File: src/rtl/psf_pkg.sv
package psf_pkg;
  localparam int REG_W = 8;
  localparam int BIT_Z = 7;
  localparam int BIT_S = 6;
  localparam int BIT_G_HI = 4;
  localparam int BIT_G_LO = 3;
  localparam int BIT_OV = 2;
  localparam int BIT_C = 1;
  localparam int BIT_E = 0;
  localparam int GPF_W = BIT_G_HI - BIT_G_LO + 1;
endpackage

File: src/rtl/psf_live.sv
module psf_live #(
  parameter int DATA_W = 16
) (
  input  logic              clk,
  input  logic              rst,
  input  logic [DATA_W-1:0] acc_i,
  output logic              zero_q,
  output logic              sign_q
);
  localparam int MSB = DATA_W - 1;

  always_ff @(posedge clk) begin
    if (rst) begin
      zero_q <= 1'b1;
      sign_q <= 1'b0;
    end else begin
      zero_q <= (acc_i == '0);
      sign_q <= acc_i[MSB];
    end
  end
endmodule

File: src/rtl/psf_arith.sv
module psf_arith (
  input  logic clk,
  input  logic rst,
  input  logic arith_vld,
  input  logic c14_i,
  input  logic c15_i,
  input  logic sw_we,
  input  logic sw_c,
  output logic ov_q,
  output logic c_q
);
  always_ff @(posedge clk) begin
    if (rst) begin
      ov_q <= 1'b0;
      c_q  <= 1'b0;
    end else if (arith_vld) begin
      ov_q <= c14_i ^ c15_i;
      c_q  <= c15_i;
    end else if (sw_we) begin
      c_q  <= sw_c;
    end
  end
endmodule

File: src/rtl/psf_soft.sv
module psf_soft #(
  parameter int GPF_W = 2
) (
  input  logic             clk,
  input  logic             rst,
  input  logic             cmp_vld,
  input  logic             cmp_eq,
  input  logic             sw_we,
  input  logic             sw_e,
  input  logic [GPF_W-1:0] sw_gpf,
  output logic             e_q,
  output logic [GPF_W-1:0] gpf_q
);
  always_ff @(posedge clk) begin
    if (rst) begin
      e_q   <= 1'b0;
      gpf_q <= '0;
    end else begin
      if (cmp_vld)    e_q <= cmp_eq;
      else if (sw_we) e_q <= sw_e;
      if (sw_we)      gpf_q <= sw_gpf;
    end
  end
endmodule

File: src/rtl/psf_flags.sv
module psf_flags
  import psf_pkg::*;
#(
  parameter int DATA_W = 16
) (
  input  logic              clk,
  input  logic              rst,
  input  logic [DATA_W-1:0] acc_i,
  input  logic              arith_vld,
  input  logic              c14_i,
  input  logic              c15_i,
  input  logic              cmp_vld,
  input  logic              cmp_eq,
  input  logic              wr_en,
  input  logic [REG_W-1:0]  wr_data,
  output logic [REG_W-1:0]  flags_o
);
  logic             zero_q, sign_q, ov_q, c_q, e_q;
  logic [GPF_W-1:0] gpf_q;

  psf_live #(.DATA_W(DATA_W)) u_live (
    .clk(clk), .rst(rst), .acc_i(acc_i), .zero_q(zero_q), .sign_q(sign_q)
  );

  psf_arith u_arith (
    .clk(clk), .rst(rst), .arith_vld(arith_vld), .c14_i(c14_i), .c15_i(c15_i),
    .sw_we(wr_en), .sw_c(wr_data[BIT_C]), .ov_q(ov_q), .c_q(c_q)
  );

  psf_soft #(.GPF_W(GPF_W)) u_soft (
    .clk(clk), .rst(rst), .cmp_vld(cmp_vld), .cmp_eq(cmp_eq),
    .sw_we(wr_en), .sw_e(wr_data[BIT_E]), .sw_gpf(wr_data[BIT_G_HI:BIT_G_LO]),
    .e_q(e_q), .gpf_q(gpf_q)
  );

  always_comb begin
    flags_o                   = '0;
    flags_o[BIT_Z]            = zero_q;
    flags_o[BIT_S]            = sign_q;
    flags_o[BIT_G_HI:BIT_G_LO] = gpf_q;
    flags_o[BIT_OV]           = ov_q;
    flags_o[BIT_C]            = c_q;
    flags_o[BIT_E]            = e_q;
  end
endmodule

File: config.mk
export PLATFORM = sky130hd
export DESIGN_NAME = psf_flags
export DESIGN_NICKNAME = d
export VERILOG_FILES = /design/src/rtl/psf_pkg.sv /design/src/rtl/psf_live.sv /design/src/rtl/psf_arith.sv /design/src/rtl/psf_soft.sv /design/src/rtl/psf_flags.sv
export SDC_FILE = /design/constraint.sdc
export NUM_CORES = 1
export LEC_CHECK = 0
export BUFFER_PORTS_ARGS = -buffer_cell sky130_fd_sc_hd__buf_2
export CORE_AREA = 2 2 39 41
export DETAILED_ROUTE_END_ITERATION = 7
export DIE_AREA = 0 0 41 43
export PLACE_DENSITY_LB_ADDON = 0.05
export SKIP_CTS_REPAIR_TIMING = 1
export SYNTH_ARGS = -nofsm -noshare
export SYNTH_HDL_FRONTEND = slang
export SYNTH_SLANG_ARGS = --single-unit
File: constraint.sdc
create_clock -name clk -period 1.3 [get_ports clk]
set_input_delay 0.065 -clock clk [delete_from_list [all_inputs] [get_ports clk]]
set_output_delay 0.065 -clock clk [all_outputs]
set_load 0.01 [all_outputs]
### Word level (Yosys, flattened, before mapping)

Index checks and enable logic that the tools add are counted.

* reductions and logical operators: 3
* bitwise gates (word level): 1
* multiplexer cells: 4

Operator list (number)
* $logic_not 16->1: 1
* $mux 1: 4
* $reduce_bool 2->1: 2
* $xor 1x1->1: 1

* bits in registers: 7
* logic and storage cells: 14
* output and inout port bits: 8
* input port bits: 32

### Depth between registers and ports, before layout

Gate-level depths: netlist (run 1).

* word-level depth: 2
* depth in mapped cells: 3
* depth with buffers taken out: 2

### Modules after synthesis

Synthesis (run 1) repeated with hierarchy kept, for this count alone.

* cells, all modules: 35
* area total of the unflattened synthesis: 342.8 µm²

Modules (own cells, without submodules)
* psf_soft: cells each 11, instances 1, area an instance 120.1 µm², sequential area each 60.1 µm²
* psf_arith: cells each 9, instances 1, area an instance 92.6 µm², sequential area each 40.0 µm²
* psf_live: cells each 8, instances 1, area an instance 81.3 µm², sequential area each 40.0 µm²
* psf_flags: cells each 7, instances 1, area an instance 48.8 µm², sequential area each 0.0 µm²

### Worst setup path before layout (run 1)

OpenSTA, ideal clock, no wires.

* kind: register to register
* start: reg, netlist name u_arith.c_q
* end: reg u_arith.c_q
* setup time: 86 ps
* arrival time: 555 ps
* path buffers: 0
* cell stages (with the launch flop): 3
* required time: 1214 ps
* path slack: 659 ps
* clock period less this slack: 641 ps
* cells stage by stage: dfxtp_1 mux2i_1 a211oi_1

RTL lines
* to (signal assigned): RTL line psf_arith.sv:18 `c_q <= c15_i;`
* to (signal assigned): RTL line psf_arith.sv:20 `c_q <= sw_c;`
* to (decl): RTL line psf_arith.sv:10 `output logic c_q`

### Final worst setup path (run 1)

* start: reg u_arith.c_q
* end: out flags_o[1]

RTL lines
* to (decl): RTL line psf_flags.sv:16 `output logic [REG_W-1:0] flags_o`

No word-level cell between the ends.

==> flow_summary.json, run 1 <==
{
  "n_fill_cell": 157,
  "worst-path-buf-inv": 1,
  "regToRegStartpoint": "u_arith.c_q",
  "io-pin-count": 40,
  "insertion_delay_ns": 0.24,
  "leakage_nw": 0.277,
  "setup.reg_to_reg.worst_slack_ns": 0.61,
  "grt_antenna_before_repair": 0,
  "hold_start": "arith_vld",
  "rr_worst_depth": 2,
  "numCtsBuffers": 3,
  "cts_max_path_buffers": 2,
  "nNetsFinal": 100,
  "max_clock_freq_ghz": 1.31,
  "port_buffers": 34,
  "drive_gt1_share_pct": 55.2,
  "holdCritPathClass": "in -> reg",
  "post_layout_nonfiller_instances": 83,
  "worstHoldEndpoint": "u_arith.ov_q",
  "syn_nets": 68,
  "worstSetupStartpointType": "flip-flop",
  "timing.final.max_slew_violations": 0,
  "setup_total_negative_slack_ns": 0,
  "die_area_um2": 1760,
  "synth.ff_latch_count": 7,
  "layout_common_cells": "34 x buf_2, 7 x dfxtp_1, 4 x nor4_1, 4 x mux2i_1",
  "wl_um": 719,
  "grt_pass1_vias": 315,
  "die_height_um": 43,
  "tritoncts_clock_tree": "done",
  "grt_setup_unrepaired": "false",
  "worst_clock_skew_ns": 0,
  "clkSinkCount": 7,
  "place_congestion": 0.555,
  "powerDensity_nw_per_um2": 1030,
  "synthDistinctLibCells": 12,
  "layout_worst_path_cycle_share_pct": 58.8,
  "layout.core_utilization_pct": 36.4,
  "floorplan.die.width_um": 41,
  "detailedRoute.firstPassIterationCount": 1,
  "critical-path-top-delay-family": "flip-flops",
  "route.detailed.wl_per_inst_um": 8.66,
  "insertedDiodeCount": 0,
  "period_minus_ws_final_ns": 0.765,
  "maxCapViolCount": 0,
  "finalHoldViolCount": 0,
  "signal_arrival_time_at_the_worst_endpoint_ns": 0.70,
  "required_ns": 1.24,
  "syn_avg_cell_area_um2": 9.38,
  "end_kind": "output port",
  "netlist_area_pre_place_um2": 338,
  "grtUsageTotal_pct": 9.86,
  "cpPeakStageDelay_ns": 0.33,
  "area_delta_synth_final_pct": 49.3,
  "cpMaxStageDelayCell": "dfxtp_1",
  "start_util_pct": 24.4,
  "first_pass_grt_wire_length_um": 1140,
  "ys_seq_area_share_pct": 41.5,
  "reg2reg_to": "u_arith.c_q",
  "first_iter_violations": 0,
  "whs_path_depth": 2,
  "critical_path_fanouts_max": 2,
  "placed_cells_incl_taps": 79,
  "grt_max_degree": 8,
  "final_common_cell": "buf_2",
  "route.detailed.vias_per_inst": 4.19,
  "setup-violations-final": 0,
  "outcome": "complete, no violations",
  "synth_warnings": 0,
  "grt_overflow": 0,
  "setup.worst_path.class": "reg -> out",
  "drt_drc_violations_left": 0,
  "routed-via-count": 348,
  "route.antenna.remaining_nets": 0,
  "worstPathCellList": "buf_2",
  "clockRootBuffer": "clkbuf_4",
  "synth_cells": 36,
  "core_area_um2": 1380,
  "cts.htree.levels": 1,
  "rows": 14,
  "path_clk_slew_ns": 0.05,
  "vdd.ir_drop.worst_uv": 702
}
## worst max-delay path by stage
stage                 start            end  slack (ns)  cells after the start
2_1_floorplan   u_arith.c_q    u_arith.c_q        0.66                      2
3_3_place_gp      acc_i[10]  u_live.zero_q        0.55                      3
3_5_place_dp       acc_i[1]  u_live.zero_q        0.58                      3
4_1_cts        u_arith.ov_q     flags_o[2]        0.52                      1
5_1_grt        u_arith.ov_q     flags_o[2]        0.48                      1
6_report        u_arith.c_q     flags_o[1]        0.54                      1
## layer usage
metal / vias to the layer above / part of all wire [%] / track usage (%) / wire, um
met2: 17 / 49 / 16.6 / 354
met1: 148 / 36 / 8.74 / 260
met4: 0 / 0.56 / 4.00 / 4
met3: 2 / 14 / 6.28 / 100
met5: - / 0 / 0 / 0
li1: 181 / - / - / -
## cell usage after synthesis, drive strengths merged
| cell type | n | area (um^2) |
|---|---|---|
| a211oi | 3 | 22.5 |
| nor4 | 4 | 25.0 |
| nor2 | 3 | 11.3 |
| dfxtp | 7 | 140 |
| xnor2 | 1 | 8.76 |
| nor2b | 3 | 18.8 |
| mux2i | 4 | 40.0 |
| clkbuf | 1 | 5.00 |
| buf | 6 | 45.0 |
| conb | 1 | 3.75 |
| a41o | 1 | 10.0 |
| inv | 2 | 7.51 |
## registers in the layout (all words and copies together), names as in the netlist
signal and flops:
u_arith.c_q 1, u_arith.ov_q 1, u_live.sign_q 1, u_live.zero_q 1
u_soft.e_q 1, u_soft.gpf_q 2
## final cells by class
class | count | area [um^2] | share of cell area (%)
inverter | 2 | 7.51 | 1.49
clock buffer | 4 | 26.3 | 5.21
multi-input combinational | 20 | 140 | 27.8
timing repair buffer | 34 | 170 | 33.7
tap | 16 | 20.0 | 3.97
sequential | 7 | 140 | 27.8
## cells by family (layout without fill, tap and decap cells)
family	Yosys count	in the layout	synth area share (%)
AND/OR/NAND/NOR	10	10	16.3
buffers and inverters	9	40	17.0
flip-flops	7	7	41.5
AO/OA/AOI/OAI	4	4	9.63
multiplexers	4	4	11.9
other	1	1	1.11
XOR/XNOR	1	1	2.59
## stage by stage
step                cell area, um^2  power (W)  worst slack [ns]  hold slack [ns]
finish                          504   0.000518             0.535           0.0351
global route                    504   0.000560             0.478           0.0421
CTS                             504   0.000535             0.516           0.0237
detailed placement              478   0.000335             0.581            0.292
global placement                478   0.000335             0.555            0.292
floorplan                       338   0.000292             0.659            0.137
## report_power, final
part | internal [W] | leakage (nW) | switching [W]
clock network | 0.000117 | 0.0150 | 0.0000726
logic | 0.0000544 | 0.203 | 0.0000395
registers | 0.000229 | 0.0583 | 0.00000521
total | 0.000400 | 0.277 | 0.000117
## worst reg2reg max path, stage by stage, from the launching register on
cell	delay [ns]
dfxtp_1	0.33
mux2i_1	0.07
a211oi_1	0.21
Note: power is estimated with default switching activity, not from simulation.
==> run 2, diff against run 1 <==
==> constraint.sdc (replaced) <==
create_clock -name clk -period 0.8 [get_ports clk]
set_input_delay 0.04 -clock clk [delete_from_list [all_inputs] [get_ports clk]]
set_output_delay 0.04 -clock clk [all_outputs]
set_load 0.01 [all_outputs]
==> flow_summary.json, run 2 (synthesis gave the netlist of run 1 again) <==
{
  "grt_pass1_vias": 283,
  "largest_register": "u_soft.gpf_q",
  "floorplan.die.width_um": 41,
  "rows": 14,
  "max_clock_freq_ghz": 1.34,
  "seqCellArea_um2": 140,
  "die_area_um2": 1760,
  "timing.final.max_slew_violations": 0,
  "layout_common_cells": "34 x buf_2, 7 x dfxtp_1, 4 x nor4_1, 4 x mux2i_1",
  "detailedRoute.firstPassIterationCount": 2,
  "combinationalPowerShare_pct": 18.5,
  "largest_register_ffs": 2,
  "required_ns": 0.76,
  "clockRootBuffer": "clkbuf_4",
  "maxCapViolCount": 0,
  "port_buffers": 34,
  "final_common_cell": "buf_2",
  "layout_worst_path_cycle_share_pct": 93.1,
  "final_area_um2": 509,
  "setup.worst_path.class": "reg -> out",
  "first_pass_grt_wire_length_um": 1120,
  "start_util_pct": 24.4,
  "worstPathCellList": "buf_2",
  "outcome": "complete, no violations",
  "wl_um": 741,
  "critical_path_fanouts_max": 2,
  "cpMaxStageDelayCell": "dfxtp_1",
  "critical-path-top-delay-family": "flip-flops",
  "grtUsageTotal_pct": 10.3,
  "insertion_delay_ns": 0.24,
  "cts_max_path_buffers": 2,
  "cts.htree.levels": 1,
  "setup_total_negative_slack_ns": 0,
  "setup-violations-final": 0,
  "tritoncts_clock_tree": "done",
  "worst_clock_skew_ns": 0,
  "core_area_um2": 1380,
  "holdCritPathClass": "in -> reg",
  "power_switching_share_pct": 23.1,
  "routed-via-count": 342,
  "n_fill_cell": 164,
  "clkSinkCount": 7,
  "signal_arrival_time_at_the_worst_endpoint_ns": 0.71,
  "grt_setup_unrepaired": "false",
  "path_clk_slew_ns": 0.05,
  "dpl-instance-area_um2": 478,
  "nNetsFinal": 100,
  "powerDensity_nw_per_um2": 1660,
  "period_minus_ws_final_ns": 0.745,
  "insertedDiodeCount": 0,
  "end_kind": "output port",
  "grt_antenna_before_repair": 0,
  "drt_drc_violations_left": 0,
  "io-pin-count": 40,
  "route.detailed.wl_per_inst_um": 8.93,
  "cpPeakStageDelay_ns": 0.33,
  "vdd.ir_drop.worst_uv": 765,
  "area_delta_synth_final_pct": 50.7,
  "die_height_um": 43,
  "seq_power_share_pct": 45.0,
  "place_congestion": 0.555,
  "worstSetupStartpointType": "flip-flop",
  "worst-path-buf-inv": 1,
  "leakage_nw": 0.278,
  "route.antenna.remaining_nets": 0,
  "grt_max_degree": 8,
  "net-switching-power_w": 0.000196,
  "numCtsBuffers": 3,
  "drive_gt1_share_pct": 56.7,
  "multi_input_comb_area_um2": 145,
  "first_iter_violations": 2,
  "route.detailed.vias_per_inst": 4.12,
  "finalHoldViolCount": 0,
  "p_clk_share_pct": 36.5,
  "internal_power_w": 0.000652,
  "setup.reg_to_reg.worst_slack_ns": 0.11,
  "grt_overflow": 0
}
==> run 2: worst paths after layout <==
kind,start,to,depth (start not counted)
setup reg to reg,u_arith.c_q,u_arith.c_q,2
hold / removal,arith_vld,u_arith.ov_q,2
setup / recovery,u_arith.ov_q,flags_o[2],1
hold reg to reg,u_soft.gpf_q[0],u_soft.gpf_q[0],2
==> run 2: cell type report <==
type / instances / area share, %
timing repair buffer: 34 / 33.4
multi-input combinational: 20 / 28.5
sequential: 7 / 27.5
clock buffer: 4 / 5.16
tap: 16 / 3.93
inverter: 2 / 1.47
==> run 2: metrics by stage <==
step	setup slack [ns]	hold slack, ns	total power, W	utilization, %	instances
6_report	0.0549	0.00543	0.000848	36.8	83
5_1_grt	0.00185	0.0107	0.000915	36.8	83
4_1_cts	0.0365	-0.00393	0.000869	36.4	83
3_5_place_dp	0.0738	0.265	0.000545	34.5	79
3_3_place_gp	0.0822	0.267	0.000544	34.5	79
2_1_floorplan	0.159	0.112	0.000474	-	36
==> run 2: layer usage <==
| metal | wire, um | global-route usage, % |
|---|---|---|
| met5 | 0 | 0 |
| met4 | 0 | 4.00 |
| met3 | 90 | 7.85 |
| met2 | 361 | 15.6 |
| met1 | 289 | 10.0 |
==> run 2: power groups by stage <==
stage | Clock (W) | Combinational (W) | Sequential, W
6_report | 0.000310 | 0.000157 | 0.000382
5_1_grt | 0.000354 | 0.000178 | 0.000383
4_1_cts | 0.000330 | 0.000157 | 0.000382
3_5_place_dp | 0 | 0.000157 | 0.000388
3_3_place_gp | 0 | 0.000155 | 0.000389
2_1_floorplan | 0 | 0.0000836 | 0.000390
==> run 3, diff against run 2 <==
--- a/config.mk
+++ b/config.mk
@@ -10,6 +10,7 @@
 export DETAILED_ROUTE_END_ITERATION = 7
 export DIE_AREA = 0 0 41 43
 export PLACE_DENSITY_LB_ADDON = 0.05
+export REMOVE_ABC_BUFFERS = 1
 export SKIP_CTS_REPAIR_TIMING = 1
 export SYNTH_ARGS = -nofsm -noshare
 export SYNTH_HDL_FRONTEND = slang
==> flow_summary.json, run 3 (synthesis gave the netlist of run 1 again) <==
{
  "clkSinkCount": 7,
  "route.detailed.wl_per_inst_um": 8.87,
  "n_fill_cell": 153,
  "wl_um": 736,
  "grt_overflow": 0,
  "setup-violations-final": 0,
  "drive_gt1_share_pct": 56.7,
  "rr_worst_depth": 2,
  "core_area_um2": 1380,
  "numCtsBuffers": 3,
  "routed-via-count": 337,
  "whs_path_depth": 2,
  "grt_antenna_before_repair": 0,
  "critical_path_fanouts_max": 2,
  "timing.final.max_slew_violations": 0,
  "floorplan.die.width_um": 41,
  "first_pass_grt_wire_length_um": 1000,
  "grtUsageTotal_pct": 8.87,
  "detailedRoute.firstPassIterationCount": 1,
  "internal_power_w": 0.000651,
  "holdCritPathClass": "in -> reg",
  "largest_register": "u_soft.gpf_q",
  "path_clk_slew_ns": 0.05,
  "setup.reg_to_reg.worst_slack_ns": 0.12,
  "hold_start": "arith_vld",
  "powerDensity_nw_per_um2": 1670,
  "nNetsFinal": 100,
  "route.antenna.remaining_nets": 0,
  "cpPeakStageDelay_ns": 0.33,
  "regToRegStartpoint": "u_arith.c_q",
  "first_iter_violations": 0,
  "max_clock_freq_ghz": 1.35,
  "setup_total_negative_slack_ns": 0,
  "clockRootBuffer": "clkbuf_4",
  "required_ns": 0.76,
  "reg2reg_to": "u_arith.c_q",
  "combinationalPowerShare_pct": 18.2,
  "outcome": "complete, no violations",
  "worst_clock_skew_ns": 0,
  "signal_arrival_time_at_the_worst_endpoint_ns": 0.70,
  "insertedDiodeCount": 0,
  "tritoncts_clock_tree": "done",
  "route.detailed.vias_per_inst": 4.06,
  "layout.core_utilization_pct": 36.5,
  "drt_drc_violations_left": 0,
  "period_minus_ws_final_ns": 0.740,
  "critical-path-top-delay-family": "flip-flops",
  "start_util_pct": 24.4,
  "power_switching_share_pct": 22.9,
  "end_kind": "output port",
  "largest_register_ffs": 2,
  "finalHoldViolCount": 0,
  "worstSetupStartpointType": "flip-flop",
  "grt_max_degree": 8,
  "setup.worst_path.class": "reg -> out",
  "die_height_um": 43,
  "cts.htree.levels": 1,
  "worst-path-buf-inv": 1,
  "worstHoldEndpoint": "u_arith.ov_q",
  "vdd.ir_drop.worst_uv": 1120,
  "die_area_um2": 1760,
  "seq_power_share_pct": 45.2,
  "area_delta_synth_final_pct": 49.6,
  "grt_setup_unrepaired": "false",
  "cts_max_path_buffers": 2,
  "io-pin-count": 40,
  "hold_slack_ns": 0.00106,
  "grt_pass1_vias": 269,
  "insertion_delay_ns": 0.24,
  "maxCapViolCount": 0,
  "worstPathCellList": "buf_2",
  "final_common_cell": "buf_2",
  "rows": 14,
  "p_clk_share_pct": 36.6,
  "cpMaxStageDelayCell": "dfxtp_1",
  "place_congestion": 0.568,
  "layout_common_cells": "34 x buf_2, 6 x dfxtp_1, 4 x nor4_1, 4 x mux2i_1",
  "net-switching-power_w": 0.000193,
  "leakage_nw": 0.277,
  "layout_worst_path_cycle_share_pct": 92.5,
  "port_buffers": 34
}
==> run 3: cell counts in the layout (fill, tap and decap cells not counted) <==
No cell type changed its count.
==> run 3: how the worst max path moves through the flow <==
stage,to,cells past startpoint,startpoint
2_1_floorplan,u_arith.c_q,2,u_arith.c_q
3_3_place_gp,u_live.zero_q,3,acc_i[10]
3_5_place_dp,u_soft.e_q,2,u_soft.e_q
4_1_cts,flags_o[1],1,u_arith.c_q
5_1_grt,flags_o[1],1,u_arith.c_q
6_report,flags_o[1],1,u_arith.c_q
==> run 3: cell type report <==
type                       count  area (um^2)  share of cell area (%)
tap                           16         20.0                    3.96
multi-input combinational     20          140                    27.7
clock buffer                   4         26.3                    5.20
timing repair buffer          34          170                    33.7
inverter                       2         7.51                    1.49
sequential                     7          141                    28.0
==> run 3: power by group through the flow <==
stage	clock network (W)	logic [W]	registers, W
2_1_floorplan	0	0.0000425	0.000400
3_3_place_gp	0	0.000157	0.000388
3_5_place_dp	0	0.000157	0.000388
4_1_cts	0.000333	0.000158	0.000381
5_1_grt	0.000352	0.000172	0.000384
6_report	0.000309	0.000154	0.000382
==> run 3: through the flow <==
stage	power, W	instances	cell area (um^2)	setup WS (ns)
2_1_floorplan	0.000443	29	288	0.0876
3_3_place_gp	0.000545	79	478	0.0964
4_1_cts	0.000872	83	504	0.0458
3_5_place_dp	0.000545	79	478	0.119
6_report	0.000845	83	505	0.0600
5_1_grt	0.000908	83	505	0.00732
==> run 3: metal layers <==
layer,share of wire [%],up-vias,GRT usage (%)
met4,0,0,4.00
met5,0,-,0
met3,18,0,6.28
met2,38,25,12.2
li1,-,181,-
met1,43,131,10.1
